--- src/rtl/cfgport_pkg.sv ---
package cfgport_pkg;
  localparam int DW  = 32;
  localparam int BEW = DW / 8;

  localparam logic [1:0] SZ_BYTE = 2'd0;
  localparam logic [1:0] SZ_HALF = 2'd1;

  localparam logic KIND_CFG = 1'b0;
  localparam logic KIND_IO  = 1'b1;

  typedef enum logic [1:0] {
    S_IDLE  = 2'd0,
    S_DUMMY = 2'd1,
    S_GAP   = 2'd2,
    S_MAIN  = 2'd3
  } seq_state_e;
endpackage

--- src/rtl/cpb_lane_pack.sv ---
module cpb_lane_pack
  import cfgport_pkg::*;
(
  input  logic [1:0]     size,
  input  logic [1:0]     off,
  input  logic [DW-1:0]  wdata,
  output logic [BEW-1:0] be,
  output logic [DW-1:0]  wdata_lane
);
  logic [1:0] eff_off;
  logic [4:0] shamt;

  always_comb begin
    if (size == SZ_BYTE)      eff_off = off;
    else if (size == SZ_HALF) eff_off = {off[1], 1'b0};
    else                      eff_off = 2'b00;
  end

  assign shamt      = {eff_off, 3'b000};
  assign wdata_lane = wdata << shamt;

  for (genvar g = 0; g < BEW; g++) begin : g_lane
    localparam logic [1:0] LN = 2'(g);
    always_comb begin
      if (size == SZ_BYTE)      be[g] = (off == LN);
      else if (size == SZ_HALF) be[g] = (off[1] == LN[1]);
      else                      be[g] = 1'b1;
    end
  end
endmodule

--- src/rtl/cpb_lane_unpack.sv ---
module cpb_lane_unpack
  import cfgport_pkg::*;
(
  input  logic [1:0]    size,
  input  logic [1:0]    off,
  input  logic [DW-1:0] raw,
  output logic [DW-1:0] just
);
  logic [DW-1:0] shifted;
  logic [4:0]    shamt;

  always_comb begin
    if (size == SZ_BYTE)      shamt = {off, 3'b000};
    else if (size == SZ_HALF) shamt = {off[1], 4'b0000};
    else                      shamt = 5'd0;
  end

  assign shifted = raw >> shamt;

  always_comb begin
    if (size == SZ_BYTE)      just = {{(DW-8){1'b0}},  shifted[7:0]};
    else if (size == SZ_HALF) just = {{(DW-16){1'b0}}, shifted[15:0]};
    else                      just = shifted;
  end
endmodule

--- src/rtl/cpb_cycle_seq.sv ---
module cpb_cycle_seq
  import cfgport_pkg::*;
#(
  parameter int TMO_CYCLES = 16
) (
  input  logic           clk,
  input  logic           rst,
  input  logic           start,
  input  logic           kind,
  input  logic           write,
  input  logic [DW-1:0]  addr,
  input  logic [BEW-1:0] be,
  input  logic [DW-1:0]  wdata,
  output logic           d_req,
  output logic           d_kind,
  output logic           d_write,
  output logic [DW-1:0]  d_addr,
  output logic [BEW-1:0] d_be,
  output logic [DW-1:0]  d_wdata,
  input  logic           d_ack,
  input  logic [DW-1:0]  d_rdata,
  output logic           done,
  output logic           timed_out,
  output logic [DW-1:0]  rdata
);
  localparam int TW = $clog2(TMO_CYCLES + 1);

  seq_state_e     st;
  logic [TW-1:0]  tmr;
  logic           expire;
  logic           m_write;
  logic [DW-1:0]  m_addr;
  logic [BEW-1:0] m_be;
  logic [DW-1:0]  m_wdata;

  assign expire = (tmr == TW'(TMO_CYCLES - 1));

  always_ff @(posedge clk) begin
    if (rst) begin
      st        <= S_IDLE;
      tmr       <= '0;
      d_req     <= 1'b0;
      d_kind    <= KIND_CFG;
      d_write   <= 1'b0;
      d_addr    <= '0;
      d_be      <= '0;
      d_wdata   <= '0;
      m_write   <= 1'b0;
      m_addr    <= '0;
      m_be      <= '0;
      m_wdata   <= '0;
      done      <= 1'b0;
      timed_out <= 1'b0;
      rdata     <= '0;
    end else begin
      done <= 1'b0;
      unique case (st)
        S_IDLE: begin
          if (start) begin
            m_write <= write;
            m_addr  <= addr;
            m_be    <= be;
            m_wdata <= wdata;
            tmr     <= '0;
            d_req   <= 1'b1;
            d_kind  <= kind;
            if (kind == KIND_CFG && write) begin
              d_write <= 1'b0;
              d_addr  <= {addr[DW-1:8], 8'h00};
              d_be    <= '1;
              d_wdata <= '0;
              st      <= S_DUMMY;
            end else begin
              d_write <= write;
              d_addr  <= addr;
              d_be    <= be;
              d_wdata <= wdata;
              st      <= S_MAIN;
            end
          end
        end
        S_DUMMY: begin
          if (d_ack || expire) begin
            d_req <= 1'b0;
            st    <= S_GAP;
          end else begin
            tmr <= tmr + 1'b1;
          end
        end
        S_GAP: begin
          d_req   <= 1'b1;
          d_write <= m_write;
          d_addr  <= m_addr;
          d_be    <= m_be;
          d_wdata <= m_wdata;
          tmr     <= '0;
          st      <= S_MAIN;
        end
        S_MAIN: begin
          if (d_ack) begin
            d_req     <= 1'b0;
            done      <= 1'b1;
            timed_out <= 1'b0;
            rdata     <= d_rdata;
            st        <= S_IDLE;
          end else if (expire) begin
            d_req     <= 1'b0;
            done      <= 1'b1;
            timed_out <= 1'b1;
            st        <= S_IDLE;
          end else begin
            tmr <= tmr + 1'b1;
          end
        end
        default: st <= S_IDLE;
      endcase
    end
  end

  // checker state: set once a dummy read has finished in this sequence
  logic dummy_seen;
  always_ff @(posedge clk) begin
    if (rst || st == S_IDLE) dummy_seen <= 1'b0;
    else if (st == S_DUMMY && (d_ack || expire)) dummy_seen <= 1'b1;
  end

  a_r2_req_stable: assert property (@(posedge clk) disable iff (rst)
    (d_req && !d_ack && !expire) |=>
      (d_req && $stable(d_addr) && $stable(d_be) && $stable(d_write)));

  a_r6_dummy_shape: assert property (@(posedge clk) disable iff (rst)
    (st == S_DUMMY) |-> (d_req && !d_write && d_addr[7:0] == 8'h00 && d_be == '1));

  a_r6_dummy_before_write: assert property (@(posedge clk) disable iff (rst)
    ($rose(d_req) && d_write && d_kind == KIND_CFG) |-> dummy_seen);

  a_r9_req_bounded: assert property (@(posedge clk) disable iff (rst)
    d_req |-> (tmr < TW'(TMO_CYCLES)));
endmodule

--- src/rtl/cfgport_bridge.sv ---
module cfgport_bridge
  import cfgport_pkg::*;
#(
  parameter int                ADDR_W     = 12,
  parameter int                TMO_CYCLES = 16,
  parameter logic [ADDR_W-1:0] PTR_OFS    = 12'h064,
  parameter logic [ADDR_W-1:0] CFGWIN_OFS = 12'h068,
  parameter logic [ADDR_W-1:0] IOWIN_OFS  = 12'h06C
) (
  input  logic              clk,
  input  logic              rst,
  input  logic              h_req,
  input  logic              h_write,
  input  logic [ADDR_W-1:0] h_addr,
  input  logic [1:0]        h_size,
  input  logic [31:0]       h_wdata,
  output logic              h_ready,
  output logic              h_done,
  output logic [31:0]       h_rdata,
  output logic              d_req,
  output logic              d_kind,
  output logic              d_write,
  output logic [31:0]       d_addr,
  output logic [3:0]        d_be,
  output logic [31:0]       d_wdata,
  input  logic              d_ack,
  input  logic [31:0]       d_rdata
);
  localparam int WH = ADDR_W - 2;

  logic [DW-1:0]  ptr_q;
  logic           busy_q;
  logic [1:0]     cap_size;
  logic [1:0]     cap_off;
  logic           cap_write;

  logic           hit_ptr, hit_cfg, hit_io, win_hit, accept;
  logic [BEW-1:0] req_be;
  logic [DW-1:0]  req_wdata;
  logic [DW-1:0]  req_addr;
  logic           seq_done, seq_to;
  logic [DW-1:0]  seq_rdata, rsp_just;

  assign hit_ptr = (h_addr[ADDR_W-1:2] == PTR_OFS[ADDR_W-1:2]);
  assign hit_cfg = (h_addr[ADDR_W-1:2] == CFGWIN_OFS[ADDR_W-1:2]);
  assign hit_io  = (h_addr[ADDR_W-1:2] == IOWIN_OFS[ADDR_W-1:2]);
  assign win_hit = hit_cfg || hit_io;
  assign accept  = h_req && !busy_q;
  assign h_ready = !busy_q;

  assign req_addr = hit_cfg ? {ptr_q[DW-1:2], 2'b00} : {16'h0000, ptr_q[15:0]};

  cpb_lane_pack u_pack (
    .size       (h_size),
    .off        (h_addr[1:0]),
    .wdata      (h_wdata),
    .be         (req_be),
    .wdata_lane (req_wdata)
  );

  cpb_cycle_seq #(.TMO_CYCLES(TMO_CYCLES)) u_seq (
    .clk       (clk),
    .rst       (rst),
    .start     (accept && win_hit),
    .kind      (hit_io ? KIND_IO : KIND_CFG),
    .write     (h_write),
    .addr      (req_addr),
    .be        (req_be),
    .wdata     (req_wdata),
    .d_req     (d_req),
    .d_kind    (d_kind),
    .d_write   (d_write),
    .d_addr    (d_addr),
    .d_be      (d_be),
    .d_wdata   (d_wdata),
    .d_ack     (d_ack),
    .d_rdata   (d_rdata),
    .done      (seq_done),
    .timed_out (seq_to),
    .rdata     (seq_rdata)
  );

  cpb_lane_unpack u_unpack (
    .size (cap_size),
    .off  (cap_off),
    .raw  (seq_rdata),
    .just (rsp_just)
  );

  always_ff @(posedge clk) begin
    if (rst) begin
      ptr_q     <= '0;
      busy_q    <= 1'b0;
      cap_size  <= '0;
      cap_off   <= '0;
      cap_write <= 1'b0;
      h_done    <= 1'b0;
      h_rdata   <= '0;
    end else begin
      h_done <= 1'b0;
      if (accept) begin
        if (win_hit) begin
          busy_q    <= 1'b1;
          cap_size  <= h_size;
          cap_off   <= h_addr[1:0];
          cap_write <= h_write;
        end else begin
          h_done  <= 1'b1;
          h_rdata <= (hit_ptr && !h_write) ? ptr_q : '0;
          if (hit_ptr && h_write) ptr_q <= h_wdata;
        end
      end
      if (seq_done) begin
        busy_q  <= 1'b0;
        h_done  <= 1'b1;
        h_rdata <= cap_write ? '0 : (seq_to ? '1 : rsp_just);
      end
    end
  end

  a_r8_one_outstanding: assert property (@(posedge clk) disable iff (rst)
    $rose(d_req) |-> !h_ready);

  a_r10_local_fast: assert property (@(posedge clk) disable iff (rst)
    (h_req && h_ready && !win_hit) |=> (h_done && h_ready && !d_req));

  a_r3_be_legal: assert property (@(posedge clk) disable iff (rst)
    d_req |-> (d_be == 4'hF || d_be == 4'h3 || d_be == 4'hC || $onehot(d_be)));
endmodule

--- config.mk ---
export PLATFORM = sky130hd
export DESIGN_NAME = cfgport_bridge
export DESIGN_NICKNAME = d
export VERILOG_FILES = /design/src/rtl/cfgport_pkg.sv /design/src/rtl/cpb_lane_pack.sv /design/src/rtl/cpb_lane_unpack.sv /design/src/rtl/cpb_cycle_seq.sv /design/src/rtl/cfgport_bridge.sv
export SDC_FILE = /design/constraint.sdc
export NUM_CORES = 1
export LEC_CHECK = 0
export BUFFER_PORTS_ARGS = -buffer_cell sky130_fd_sc_hd__buf_4
export CORE_ASPECT_RATIO = 0.8
export CORE_UTILIZATION = 43
export DETAILED_ROUTE_END_ITERATION = 6
export PLACE_DENSITY = 0.7
export SYNTH_ARGS = -nofsm -noshare
export SYNTH_HDL_FRONTEND = slang
export SYNTH_HIERARCHICAL = 1
export SYNTH_SLANG_ARGS = --single-unit
--- constraint.sdc ---
create_clock -name clk -period 5.25 [get_ports clk]
set_input_delay 0.2625 -clock clk [delete_from_list [all_inputs] [get_ports clk]]
set_output_delay 0.2625 -clock clk [all_outputs]
set_load 0.05 [all_outputs]
==> flow_summary.json <==
{
  "status": "finished, violations left",
  "violations": "DRC",
  "dr.pass1.iters": 7,
  "avgRoutedWirePerCell_um": 18.0,
  "rsz0062_at_grt": "false",
  "min_from": "d_rdata[6]",
  "worstPathRequired_ns": 5.67,
  "antenna_found_initial": 1,
  "grt-ovfl-total": 0,
  "cts-resized-gates": 0,
  "drt_iter0_markers": 1227,
  "synth_area_leaders": "dfxtp_1 (44%), nand2_1 (9.4%), a21oi_1 (6.7%), nor2_1 (5.9%), a211oi_1 (4.0%)",
  "yosysMostFrequentCell": "nand2_1",
  "max_freq_mhz": 290,
  "setup_viol": 0,
  "crit_top_cell": "buf_4",
  "place.gp.congestion": 0.931,
  "ys_top_cells_by_count": "nand2_1 (290), dfxtp_1 (252), nor2_1 (183)",
  "r2r-start": "busy_q",
  "clk_latency_ns": 0.53,
  "leakage_nw": 5.11,
  "ctsHtreeMaxLevel": 1,
  "synth_top_area_share_pct": 43.6,
  "path_cells": "nor2b_1, nand4_1, inv_1, nand2_2, o21ai_4, buf_4, buf_4, nor2_1, a211oi_1",
  "multi_input_area_um2": 5940,
  "crit_family": "simple AND/OR/NAND/NOR gates",
  "numCtsBuffers": 26,
  "hold_depth": 3,
  "slew_violations": 0,
  "tightestPinTransition_ns": 1.22,
  "syn_area_um2": 11600,
  "portBuffers": 187,
  "p_comb_share_pct": 24.2,
  "cp-end-kind": "flip-flop",
  "hpwl_um": 23900,
  "grt_first_pass_wirelength_um": 53300,
  "drc": 2,
  "fillers": 2532,
  "core_um2": 26400,
  "area_growth_pct": 21.9,
  "synth_top_area_cell": "dfxtp_1",
  "period_share_pct": 65.8,
  "fin_ws_ns": 1.80,
  "switchingPower_w": 0.00174,
  "start_kind": "flip-flop",
  "cp.arrival_ns": 3.87,
  "ys_ff_latch": 252,
  "vias": 10800,
  "hold_viol_final": 0,
  "grtUsageTotal_pct": 24.7,
  "die_h_um": 149,
  "syn-num-nets": 1531,
  "ys_seq_area_share_pct": 43.6,
  "timing.critical_path.slowest_stage_cell": "buf_4",
  "reg2reg_depth": 9,
  "finalPower_w": 0.00542,
  "p_seq_share_pct": 39.0,
  "synth_ff_type": "dfxtp_1",
  "io_pins": 188,
  "avgSynthCellArea_um2": 8.04,
  "async_flop_share_pct": 0,
  "fin_tns_setup_ns": 0,
  "dieArea_um2": 27600,
  "clkSlewWorstSetupHoldPaths_ns": 0.06,
  "power_frac_clock_pct": 36.8,
  "critPathMaxStageDelay_ns": 0.52,
  "slew_headroom_pct": 18.6,
  "vias_per_cell": 5.57,
  "cts_tree": "built",
  "whs_endpoint": "u_seq/rdata[6]",
  "netlist_instances": 1441,
  "post-place-ws_ns": 1.64,
  "holdCritPathClass": "input port to flip-flop",
  "crit_fanout": 54,
  "synth_edf_count": 0,
  "r2r_slack_ns": 1.80,
  "ir_drop_v": 0.000269,
  "period_minus_slack_ns": 3.45,
  "seq_area_um2": 5040,
  "path_buf_inv": 3,
  "yosysWarnings": 6,
  "die_w_um": 185,
  "start_util_pct": 43.9,
  "root_buffer": "clkbuf_16",
  "swShare_pct": 32.0,
  "drv_cap": 0,
  "synth.distinct_cells": 58,
  "nets": 1656,
  "drive_gt1_share_pct": 19.6,
  "clock_path_buffers": 3,
  "grt_max_degree": 146,
  "fp-row-count": 53,
  "path_class": "flip-flop to flip-flop",
  "rr_endpoint": "u_seq/d_addr[17]",
  "p_per_area_nw_per_um2": 384,
  "grt_pass1_vias": 9414,
  "routed_wl_um": 35000,
  "cts.sinks": 252,
  "detail-route-antenna-nets": 0,
  "finClkSkew_ns": 0.00734,
  "internal-power_w": 0.00369
}
flip-flops by register name (all words and copies together), names as in the netlist, 2 cells and up:
name,cells
u_seq/d_be,4
cap_size,2
u_seq/m_be,4
u_seq/d_wdata,32
h_rdata,32
u_seq/tmr,5
u_seq/st,2
u_seq/m_addr,32
u_seq/m_wdata,32
ptr_q,32
u_seq/d_addr,32
u_seq/rdata,32
cap_off,2
stage by stage:
step                cells  util [%]  hold slack (ns)  area (um^2)
detailed placement   1874      49.1            0.446        13000
CTS                  1939      53.5          0.00113        14100
global route         1939      53.5          0.00371        14100
finish               1940      53.5          0.00214        14100
floorplan            1441         -            0.398        11600
global placement     1874      49.1            0.441        13000
timing repair:
action | 4_1_cts | 5_1_grt
setup buffers | 0 | 0
hold endpoints to repair | 21 | 0
hold buffers | 21 | 0
layout by cell type, fill, tap and decap left out, types with 39 or more instances in the layout:
master	instances
nor2_1	182
buf_4	199
nand2_1	290
and2_1	41
dfxtp_1	252
a221oi_1	40
a211oi_1	61
nor3_1	47
mux2i_1	39
a21oi_1	154
layout make-up:
cell class                      count  area share, %
Tap cell                          357           3.16
Antenna cell                        1         0.0177
Multi-Input combinational cell   1056           42.1
Timing Repair Buffer              221           12.2
Clock inverter                      9           1.23
Inverter                            9          0.239
Clock buffer                       35           5.35
Sequential cell                   252           35.7
power groups by stage:
stage / clock (W) / sequential [W] / combinational (W)
finish: 0.00200 / 0.00212 / 0.00131
global route: 0.00210 / 0.00213 / 0.00139
CTS: 0.00202 / 0.00212 / 0.00130
detailed placement: 0 / 0.00216 / 0.00128
global placement: 0 / 0.00216 / 0.00127
floorplan: 0 / 0.00249 / 0.000566
logic make-up (layout without fill, tap and decap cells):
kind of cell / count (synthesis) / in the layout / synth area share (%)
AOI/OAI and AO/OA: 352 / 352 / 20.1
other: 0 / 1 / 0
and+or+nand+nor: 658 / 658 / 26.8
adders and majority gates: 7 / 7 / 0.756
buffers and inverters: 133 / 274 / 5.48
DFF: 252 / 252 / 43.6
muxes: 39 / 39 / 3.37
routing by layer:
layer | vias to the layer above | GRT usage [%] | wire (um)
met4 | 2 | 6.28 | 796
met2 | 444 | 35.0 | 14900
met1 | 5044 | 38.2 | 16500
met5 | - | 0 | 15
li1 | 5264 | - | -
met3 | 57 | 3.91 | 2860
worst max path at each step:
| stage | start | depth (start not counted) | slack, ns | to |
|---|---|---|---|---|
| 2_1_floorplan | h_addr[7] | 9 | 3.16 | u_seq/d_wdata[4] |
| 3_3_place_gp | h_addr[7] | 10 | 1.79 | u_seq/d_addr[24] |
| 3_5_place_dp | h_addr[7] | 10 | 1.64 | u_seq/d_addr[13] |
| 4_1_cts | busy_q | 9 | 1.85 | u_seq/d_addr[13] |
| 5_1_grt | busy_q | 9 | 1.51 | u_seq/d_addr[15] |
| 6_report | busy_q | 9 | 1.80 | u_seq/d_addr[17] |
worst register-to-register path, cell delays in order (launching register included):
cell and delay, ns:
dfxtp_1 0.32, nor2b_1 0.28, nand4_1 0.48, inv_1 0.28, nand2_2 0.48, o21ai_4 0.19
buf_4 0.45, buf_4 0.56, nor2_1 0.09, a211oi_1 0.23
Power figures use the tool's default switching activity.
